==> src/rtl/crtc_pkg.sv <==
package crtc_pkg;

  localparam int FIELD_HI_LSB = 16;
  localparam int SYNC_WID_W   = 5;
  localparam int SYNC_NEG_BIT = 21;

  localparam int CTL_INTERLACE = 0;
  localparam int CTL_COMPOSITE = 1;
  localparam int CTL_DISP_ON   = 2;
  localparam int CTL_RUN       = 3;
  localparam int CTL_W         = 4;

  typedef enum logic [2:0] {
    A_HORZ  = 3'd0,
    A_HSYNC = 3'd1,
    A_VERT  = 3'd2,
    A_VSYNC = 3'd3,
    A_CTRL  = 3'd4
  } crtc_addr_e;

  typedef struct packed {
    logic [15:0]           total_m1;
    logic [15:0]           disp_m1;
    logic [15:0]           start_m1;
    logic [SYNC_WID_W-1:0] width;
    logic                  neg;
  } axis_cfg_t;

  function automatic axis_cfg_t unpack_axis(input logic [31:0] extent_w,
                                            input logic [31:0] sync_w);
    axis_cfg_t c;
    c.total_m1 = extent_w[15:0];
    c.disp_m1  = extent_w[31:16];
    c.start_m1 = sync_w[15:0];
    c.width    = sync_w[FIELD_HI_LSB +: SYNC_WID_W];
    c.neg      = sync_w[SYNC_NEG_BIT];
    return c;
  endfunction

endpackage

==> src/rtl/crtc_axis_cnt.sv <==
module crtc_axis_cnt #(
  parameter int W = 8
) (
  input  logic         clk,
  input  logic         rst_n,
  input  logic         clr,
  input  logic         step,
  input  logic [W-1:0] limit,
  output logic [W-1:0] cnt,
  output logic         wrap
);

  assign wrap = step && (cnt == limit);

  always_ff @(posedge clk) begin
    if (!rst_n)      cnt <= '0;
    else if (clr)    cnt <= '0;
    else if (step)   cnt <= wrap ? '0 : cnt + 1'b1;
  end

endmodule

==> src/rtl/crtc_sync_win.sv <==
module crtc_sync_win #(
  parameter int W  = 8,
  parameter int WW = 5
) (
  input  logic [W-1:0]  pos,
  input  logic [W-1:0]  start_m1,
  input  logic [WW-1:0] width,
  output logic          act
);

  localparam int EW = W + WW + 1;

  logic [EW-1:0] first, past_end, here;

  always_comb begin
    here     = EW'(pos);
    first    = EW'(start_m1) + EW'(1);
    past_end = first + EW'(width);
    act      = (width != '0) && (here >= first) && (here < past_end);
  end

endmodule

==> src/rtl/crtc_regfile.sv <==
module crtc_regfile
  import crtc_pkg::*;
(
  input  logic        clk,
  input  logic        rst_n,
  input  logic        we,
  input  logic [2:0]  addr,
  input  logic [31:0] wdata,
  input  logic        load_now,
  output axis_cfg_t   h_cfg,
  output axis_cfg_t   v_cfg,
  output logic [CTL_W-1:0] ctl
);

  localparam int NWORDS = 4;

  logic [31:0] pend [NWORDS];

  for (genvar i = 0; i < NWORDS; i++) begin : g_pend
    always_ff @(posedge clk) begin
      if (!rst_n)                       pend[i] <= '0;
      else if (we && addr == 3'(i))     pend[i] <= wdata;
    end
  end

  always_ff @(posedge clk) begin
    if (!rst_n)                          ctl <= '0;
    else if (we && addr == A_CTRL)       ctl <= wdata[CTL_W-1:0];
  end

  always_ff @(posedge clk) begin
    if (!rst_n) begin
      h_cfg <= '0;
      v_cfg <= '0;
    end else if (load_now) begin
      h_cfg <= unpack_axis(pend[A_HORZ], pend[A_HSYNC]);
      v_cfg <= unpack_axis(pend[A_VERT], pend[A_VSYNC]);
    end
  end

endmodule

==> src/rtl/crtc_timing_gen.sv <==
module crtc_timing_gen
  import crtc_pkg::*;
#(
  parameter int HCHAR_W  = 8,
  parameter int VLINE_W  = 11,
  parameter int CHAR_PIX = 8,
  localparam int SUB_W   = $clog2(CHAR_PIX),
  localparam int PIXW    = HCHAR_W + SUB_W
) (
  input  logic               clk,
  input  logic               rst_n,
  input  logic               cfg_we,
  input  logic [2:0]         cfg_addr,
  input  logic [31:0]        cfg_wdata,
  output logic [PIXW-1:0]    pix_x,
  output logic [VLINE_W-1:0] line_y,
  output logic               hsync_o,
  output logic               vsync_o,
  output logic               de_o,
  output logic               hblank_o,
  output logic               vblank_o,
  output logic               field_o
);

  axis_cfg_t          h_cfg, v_cfg;
  logic [CTL_W-1:0]   ctl;
  logic               run, disp_on, composite, interlace;
  logic               load_now, frame_end;
  logic [SUB_W-1:0]   sub;
  logic [HCHAR_W-1:0] hchar;
  logic               sub_wrap, char_wrap;
  logic               h_act, v_act, h_past, v_past;

  assign run       = ctl[CTL_RUN];
  assign disp_on   = ctl[CTL_DISP_ON];
  assign composite = ctl[CTL_COMPOSITE];
  assign interlace = ctl[CTL_INTERLACE];
  assign load_now  = !run || frame_end;

  crtc_regfile u_regs (
    .clk      (clk),
    .rst_n    (rst_n),
    .we       (cfg_we),
    .addr     (cfg_addr),
    .wdata    (cfg_wdata),
    .load_now (load_now),
    .h_cfg    (h_cfg),
    .v_cfg    (v_cfg),
    .ctl      (ctl)
  );

  // pixel within character, character within line, line within frame
  crtc_axis_cnt #(.W(SUB_W)) u_sub (
    .clk(clk), .rst_n(rst_n), .clr(!run), .step(run),
    .limit(SUB_W'(CHAR_PIX - 1)), .cnt(sub), .wrap(sub_wrap)
  );

  crtc_axis_cnt #(.W(HCHAR_W)) u_char (
    .clk(clk), .rst_n(rst_n), .clr(!run), .step(sub_wrap),
    .limit(h_cfg.total_m1[HCHAR_W-1:0]), .cnt(hchar), .wrap(char_wrap)
  );

  crtc_axis_cnt #(.W(VLINE_W)) u_line (
    .clk(clk), .rst_n(rst_n), .clr(!run), .step(char_wrap),
    .limit(v_cfg.total_m1[VLINE_W-1:0]), .cnt(line_y), .wrap(frame_end)
  );

  assign pix_x = {hchar, sub};

  crtc_sync_win #(.W(HCHAR_W), .WW(SYNC_WID_W)) u_hwin (
    .pos(hchar), .start_m1(h_cfg.start_m1[HCHAR_W-1:0]),
    .width(h_cfg.width), .act(h_act)
  );

  crtc_sync_win #(.W(VLINE_W), .WW(SYNC_WID_W)) u_vwin (
    .pos(line_y), .start_m1(v_cfg.start_m1[VLINE_W-1:0]),
    .width(v_cfg.width), .act(v_act)
  );

  always_ff @(posedge clk) begin
    if (!rst_n)          field_o <= 1'b0;
    else if (!interlace) field_o <= 1'b0;
    else if (frame_end)  field_o <= ~field_o;
  end

  always_comb begin
    h_past   = hchar  > h_cfg.disp_m1[HCHAR_W-1:0];
    v_past   = line_y > v_cfg.disp_m1[VLINE_W-1:0];
    hblank_o = !disp_on || h_past;
    vblank_o = !disp_on || v_past;
    de_o     = disp_on && !h_past && !v_past;
    if (disp_on) begin
      hsync_o = (composite ? (h_act ^ v_act) : h_act) ^ h_cfg.neg;
      vsync_o = v_act ^ v_cfg.neg;
    end else begin
      hsync_o = h_cfg.neg;
      vsync_o = v_cfg.neg;
    end
  end

endmodule

==> config.mk <==
export PLATFORM = sky130hd
export DESIGN_NAME = crtc_timing_gen
export DESIGN_NICKNAME = d
export VERILOG_FILES = /design/src/rtl/crtc_pkg.sv /design/src/rtl/crtc_axis_cnt.sv /design/src/rtl/crtc_sync_win.sv /design/src/rtl/crtc_regfile.sv /design/src/rtl/crtc_timing_gen.sv
export SDC_FILE = /design/constraint.sdc
export NUM_CORES = 1
export LEC_CHECK = 0
export BUFFER_PORTS_ARGS = -buffer_cell sky130_fd_sc_hd__buf_2
export CAP_MARGIN = 15
export CORE_MARGIN = 4
export CORE_UTILIZATION = 50
export CTS_BUF_LIST = sky130_fd_sc_hd__clkbuf_8
export DETAILED_ROUTE_END_ITERATION = 10
export GPL_TIMING_DRIVEN = 0
export PLACE_DENSITY = 0.67
export SKIP_LAST_GASP = 1
export SYNTH_ARGS = -nofsm -noshare
export SYNTH_HDL_FRONTEND = slang
export SYNTH_HIERARCHICAL = 1
export SYNTH_SLANG_ARGS = --single-unit
==> constraint.sdc <==
create_clock -name clk -period 5.4 [get_ports clk]
set_input_delay 0.54 -clock clk [delete_from_list [all_inputs] [get_ports clk]]
set_output_delay 0.54 -clock clk [all_outputs]
set_load 0.01 [all_outputs]
Yosys cells after proc, flatten, opt, wreduce, memory -nomap -nowiden
Memories as Yosys holds them, arrays and structs flattened. A register that Yosys moved wholly into a read port is not among the register bits. Cells that the tools add are included.

Flip-flop bits (word level): 27. Bits in writable memories: 128. Input bits: 38. Output and inout bits: 28. Memories kept: 1.

Add/subtract/negate cells: 7. $lt $le $gt $ge: 6. Equal/unequal tests: 7. Multiplexer cells: 22. Bitwise operators: 10. Reduce and logical (&&, ||, !) cells: 31.

Memories: u_regs.pend (depth 4, width 32, read ports 4, clocked after memory_dff 4, write ports 4, RTL line crtc_regfile.sv:17) `logic [31:0] pend [NWORDS];`.

Operators by type and width (count): $mux 32 (4); $add 17x5->17 (1); $ge 11x17->1 (1); $lt 11x17->1 (1); $mux 1 (16); $add 14x5->14 (1); $ge 8x14->1 (1); $logic_and 1x1->1 (14); $lt 8x14->1 (1); $add 11x1->12 const B (1); $add 11x1->11 const B (1); $eq 11x11->1 (1); $gt 11x11->1 (1); $mux 11 (1); $reduce_bool 5->1 (2); $add 8x1->9 const B (1); $add 8x1->8 const B (1); $eq 8x8->1 (1); $gt 8x8->1 (1); $logic_not 1->1 (8); $mux 8 (1); $eq 3x2->1 const B (2); $eq 3x3->1 const B (2); $or 1x1->1 (4); 8 further kinds (15).

Logic depth before layout (Yosys ltp)
Depth in word-level cells: 8. Mapped depth: 21. Gate-level depth less buffers: 21.

Cells and area by module
The synthesis kept the hierarchy.

By module, submodules not included: crtc_regfile (times used 1, cells each 647, area an instance 8449.4 µm², sequential area each 5485.3 µm²); crtc_sync_win (u_vwin) (times used 1, cells each 121, area an instance 1007.2 µm², sequential area each 0.0 µm²); crtc_sync_win (u_hwin) (times used 1, cells each 80, area an instance 684.4 µm², sequential area each 0.0 µm²); crtc_axis_cnt (u_line) (times used 1, cells each 73, area an instance 640.6 µm², sequential area each 220.2 µm²); crtc_timing_gen (times used 1, cells each 82, area an instance 584.3 µm², sequential area each 20.0 µm²); crtc_axis_cnt (u_char) (times used 1, cells each 52, area an instance 461.7 µm², sequential area each 160.2 µm²); crtc_axis_cnt (u_sub) (times used 1, cells each 24, area an instance 198.9 µm², sequential area each 60.1 µm²).

Worst setup path after synthesis
Ideal clock, no wire load.

Path type: register to output. Start: register u_regs/v_cfg[6] (netlist name). End: output port hsync_o. Arrival: 3.225 ns. Slack: 1.635 ns. Stages on the path, launching flop included: 22. Path buffers: 1. Cell sequence: dfxtp_1 -> ha_1 -> buf_6 -> nand3_1 -> xnor2_1 -> ha_1 -> nand2_1 -> o21a_1 -> nor2_1 -> nand3_1 -> xnor2_1 -> ha_1 -> nand4_1 -> nor2_1 -> o211ai_1 -> nand3_1 -> a21oi_1 -> o211a_1 -> nand2_1 -> xnor2_1 -> nand2_1 -> xnor2_1.

Word-level cells in the longest chain between the ends: 8. Elaborated cells on any way between the ends: 10. Classes of those cells: add/sub: 2; order compare: 2; mux: 2; bitwise: 2; reduce/logical: 2.

RTL lines: $add 11x1->12 (*) (RTL line crtc_sync_win.sv:17) `first = EW'(start_m1) + EW'(1);`; $add 17x5->17 or $ge 11x17->1 (tied branches) (RTL line crtc_sync_win.sv:18, crtc_sync_win.sv:19); $lt 11x17->1 or $logic_and 1x1->1 (tied branches) (RTL line crtc_sync_win.sv:19) `act = (width != '0) && (here >= first) && (here < past_end);`; $logic_and 1x1->1 (*) (RTL line crtc_sync_win.sv:19); via v_act (RTL line crtc_timing_gen.sv:32) `logic h_act, v_act, h_past, v_past;`; $xor 1x1->1 (*) (RTL line crtc_timing_gen.sv:93) `hsync_o = (composite ? (h_act ^ v_act) : h_act) ^ h_cfg.neg;`; $mux 1 (*) (RTL line crtc_timing_gen.sv:93); $xor 1x1->1 (*) (RTL line crtc_timing_gen.sv:93); $mux 1 (*) (RTL line crtc_timing_gen.sv:92) `if (disp_on) begin`; end, declared (RTL line crtc_timing_gen.sv:17) `output logic hsync_o,`.

Mark *: on every way through the listed nets, which the timed path passes. The rest lies on a longest branch.

Worst setup path in the final report
Start: register u_regs/v_cfg[6] (netlist name). End: output port hsync_o.

Word-level cells in the longest chain between the ends: 8. Elaborated cells on any way between the ends: 10. Classes of those cells: add/sub: 2; order compare: 2; mux: 2; bitwise: 2; reduce/logical: 2.

RTL lines (RTL line): $add 11x1->12 (*) (crtc_sync_win.sv:17); $add 17x5->17 or $ge 11x17->1 (tied branches) (crtc_sync_win.sv:18, crtc_sync_win.sv:19); $lt 11x17->1 or $logic_and 1x1->1 (tied branches) (crtc_sync_win.sv:19); $logic_and 1x1->1 (*) (crtc_sync_win.sv:19); via v_act (crtc_timing_gen.sv:32); $xor 1x1->1 (*) (crtc_timing_gen.sv:93); $mux 1 (*) (crtc_timing_gen.sv:93); $xor 1x1->1 (*) (crtc_timing_gen.sv:93); $mux 1 (*) (crtc_timing_gen.sv:92).

Marked as above.

==> out/results.ini <==
[critical_path]
r2r_slack_ns=1.22
cp.depth=22
cp.arrival_ns=4.34
crit_path_max_fanout=5
crit_top_cell=nand2_1
crit_start=u_regs/v_cfg[6]$_SDFFE_PN0P_
slowest_delay_ns=0.44
path_cells=and2_2, nand2_1, xnor2_1, ha_1, a21oi_1, nand2_1, a21oi_1, or2_1, nor3_2, xor2_1, ha_1, nand4_1, nor2_1, o211ai_1, nand3_1, a21oi_1, o211a_1, nand2_1, xnor2_1, nand2_1, xnor2_1, buf_2
path_buf_inv=1
r2r-end=u_regs/h_cfg[13]$_SDFFE_PN0P_
reg2reg_depth=15
worstSetupPathType=register to primary output
cp-start-kind=register
r2r_start=u_sub/cnt[0]$_SDFFE_PP0P_
cp.required_ns=4.86
critPathCapture=hsync_o
critPathCaptureType=primary output
slowest_stage=dfxtp_1
cp_top_family=simple AND/OR/NAND/NOR gates

[detailed_routing]
vias_per_cell=5.40
drt_iter0_drc=450
vias=6458
drt_wl_total_mm=21.0
wl_per_cell_um=17.6
postRouteAntennaNets=0
drt-pass1-iter-count=6
drc=0

[clocking]
post_cts_buffers=0
path_clk_slew_ns=0.08
cts_buffers=17
ctsHoldBuffers=0
cts-resized-gates=0
htree_levels=4
cts_sinks=165
insertion_delay_ns=0.45
tritoncts=yes
cts-root-buf=clkbuf_8
clock_path_buffers=2

[place]
dpl_cell_area_um2=9800
hpwl_mm=16.0
gp_congestion=0.826
dp_slack_ns=1.03
placed_cells=1165
port_buffers=55

[cells_and_area]
final_cells=1196
final_util_pct=56.6
nNetsFinal=1066
diodes=0
synthToLayoutAreaGrowth_pct=11.2
layout-drive-gt1-share_pct=16.0
finalInstanceArea_um2=10200

[timing]
maxSlewViolCount=0
tns_ns=0
period_needed_ns=4.88
rsz0062_at_grt=false
tightest_slew_ns=0.993
timing.slew.headroom_pct=33.8
finalSetupViolCount=0
fin_skew_ns=0.0123
worst_slack_ns=0.521
fmax_mhz=205
min_period_over_period_pct=90.4
final_hold_viol_count=0
fin_hold_ws_ns=0.345

[yosys]
synth_area_um2=9170
avgSynthCellArea_um2=10.5
syn_inst=874
yosysWarnings=6

[pwr]
total_power_mw=2.64
p_clk_share_pct=35.2
power.internal_mw=1.99
p_comb_share_pct=11.4
powerDensity_nw_per_um2=259
netSwitchingFraction_pct=24.7
peakVddDrop_uv=205
p_seq_share_pct=53.4
p_leak_nw=4.49
switching_power_uw=654

[global_routing]
grt_max_degree=18
antenna_found_initial=0
grt.total_usage_pct=21.4
grt_pass1_wl_mm=33.9
grt_pass1_vias=6222
overflow=0

[hold_path]
hold_depth=3
hold_path_class=input pin to register

[run_status]
status=complete, no violations

[die]
die_x_um=143
rows=49
die_y_um=143
ios=66
start_util_pct=50.9
coreArea_um2=18000
die-area_um2=20600

[job]
drv_cap=0

==> worst min path at each step <==
stage / startpoint / to / slack (ns)
floorplan: u_regs/ctl[0]$_SDFFE_PN0P_ / u_regs/ctl[0]$_SDFFE_PN0P_ / 0.43
global placement: u_regs/ctl[0]$_SDFFE_PN0P_ / u_regs/ctl[0]$_SDFFE_PN0P_ / 0.45
detailed placement: u_regs/ctl[1]$_SDFFE_PN0P_ / u_regs/ctl[1]$_SDFFE_PN0P_ / 0.46
CTS: cfg_wdata[2] / u_regs/ctl[2]$_SDFFE_PN0P_ / 0.32
global route: cfg_wdata[2] / u_regs/ctl[2]$_SDFFE_PN0P_ / 0.34
finish: cfg_wdata[3] / u_regs/ctl[3]$_SDFFE_PN0P_ / 0.34
==> power by group through the flow <==
stage,registers [mW],clock network (mW),logic (mW)
after global placement,1.44,0,0.289
after CTS,1.41,0.947,0.303
after detailed placement,1.44,0,0.301
final,1.41,0.930,0.303
after floorplan,1.42,0,0.223
after global routing,1.42,1.00,0.341
==> layer usage <==
layer | routed length (um) | part of all wire, % | track usage (%) | vias up
li1 | - | - | - | 3223
met5 | 0 | 0 | 0 | -
met1 | 10100 | 48 | 31.6 | 3073
met2 | 9760 | 46 | 33.1 | 140
met3 | 934 | 4.4 | 3.46 | 22
met4 | 216 | 1.0 | 5.15 | 0
==> layout by cell type, fill, tap and decap left out, types with 3 or more instances in the layout <==
cell type / count
a21o_1: 11
a21oi_1: 24
and3_1: 3
buf_1: 5
buf_2: 71
buf_4: 12
buf_6: 8
bufinv_16: 4
clkbuf_1: 10
clkbuf_8: 17
conb_1: 5
dfxtp_1: 96
edfxtp_1: 69
ha_1: 71
inv_1: 59
mux2i_1: 73
nand2_1: 37
nand2b_1: 19
nand3_1: 14
nand3b_1: 4
nand4_1: 21
nor2_1: 36
nor2b_1: 73
nor3_1: 57
nor3_2: 13
o211ai_1: 5
o21a_1: 5
o21ai_0: 10
o311ai_0: 3
xnor2_1: 48
xor2_1: 21
==> cell type report <==
| class | count | area [um2] |
|---|---|---|
| Fill cell | 1632 | 7820 |
| Multi-Input combinational cell | 608 | 4690 |
| Sequential cell | 165 | 3990 |
| Timing Repair Buffer | 58 | 318 |
| Buffer | 50 | 307 |
| Tap cell | 229 | 287 |
| Clock buffer | 17 | 234 |
| Inverter | 55 | 206 |
| Clock inverter | 14 | 170 |
==> sequential cells by signal, summed over array words and instances, names as in the netlist <==
register      flops
u_regs/pend      69
u_regs/v_cfg     39
u_regs/h_cfg     30
u_line/cnt       11
u_char/cnt        8
u_regs/ctl        4
u_sub/cnt         3
field_o           1
==> worst register-to-register path, stage by stage (launching register included) <==
cell      delay (ns)
dfxtp_1         0.41
xnor2_1         0.16
nand2_1         0.09
nor2_1          0.23
and2_1          0.31
buf_2           0.25
nand4_2         0.15
nor3_1          0.46
nand4_1         0.35
nor3_1          0.63
nand2b_1        0.19
buf_4           0.21
buf_6           0.18
buf_6           0.15
mux2i_1         0.23
nor2b_1         0.08
Power figures use the tool's default switching activity.
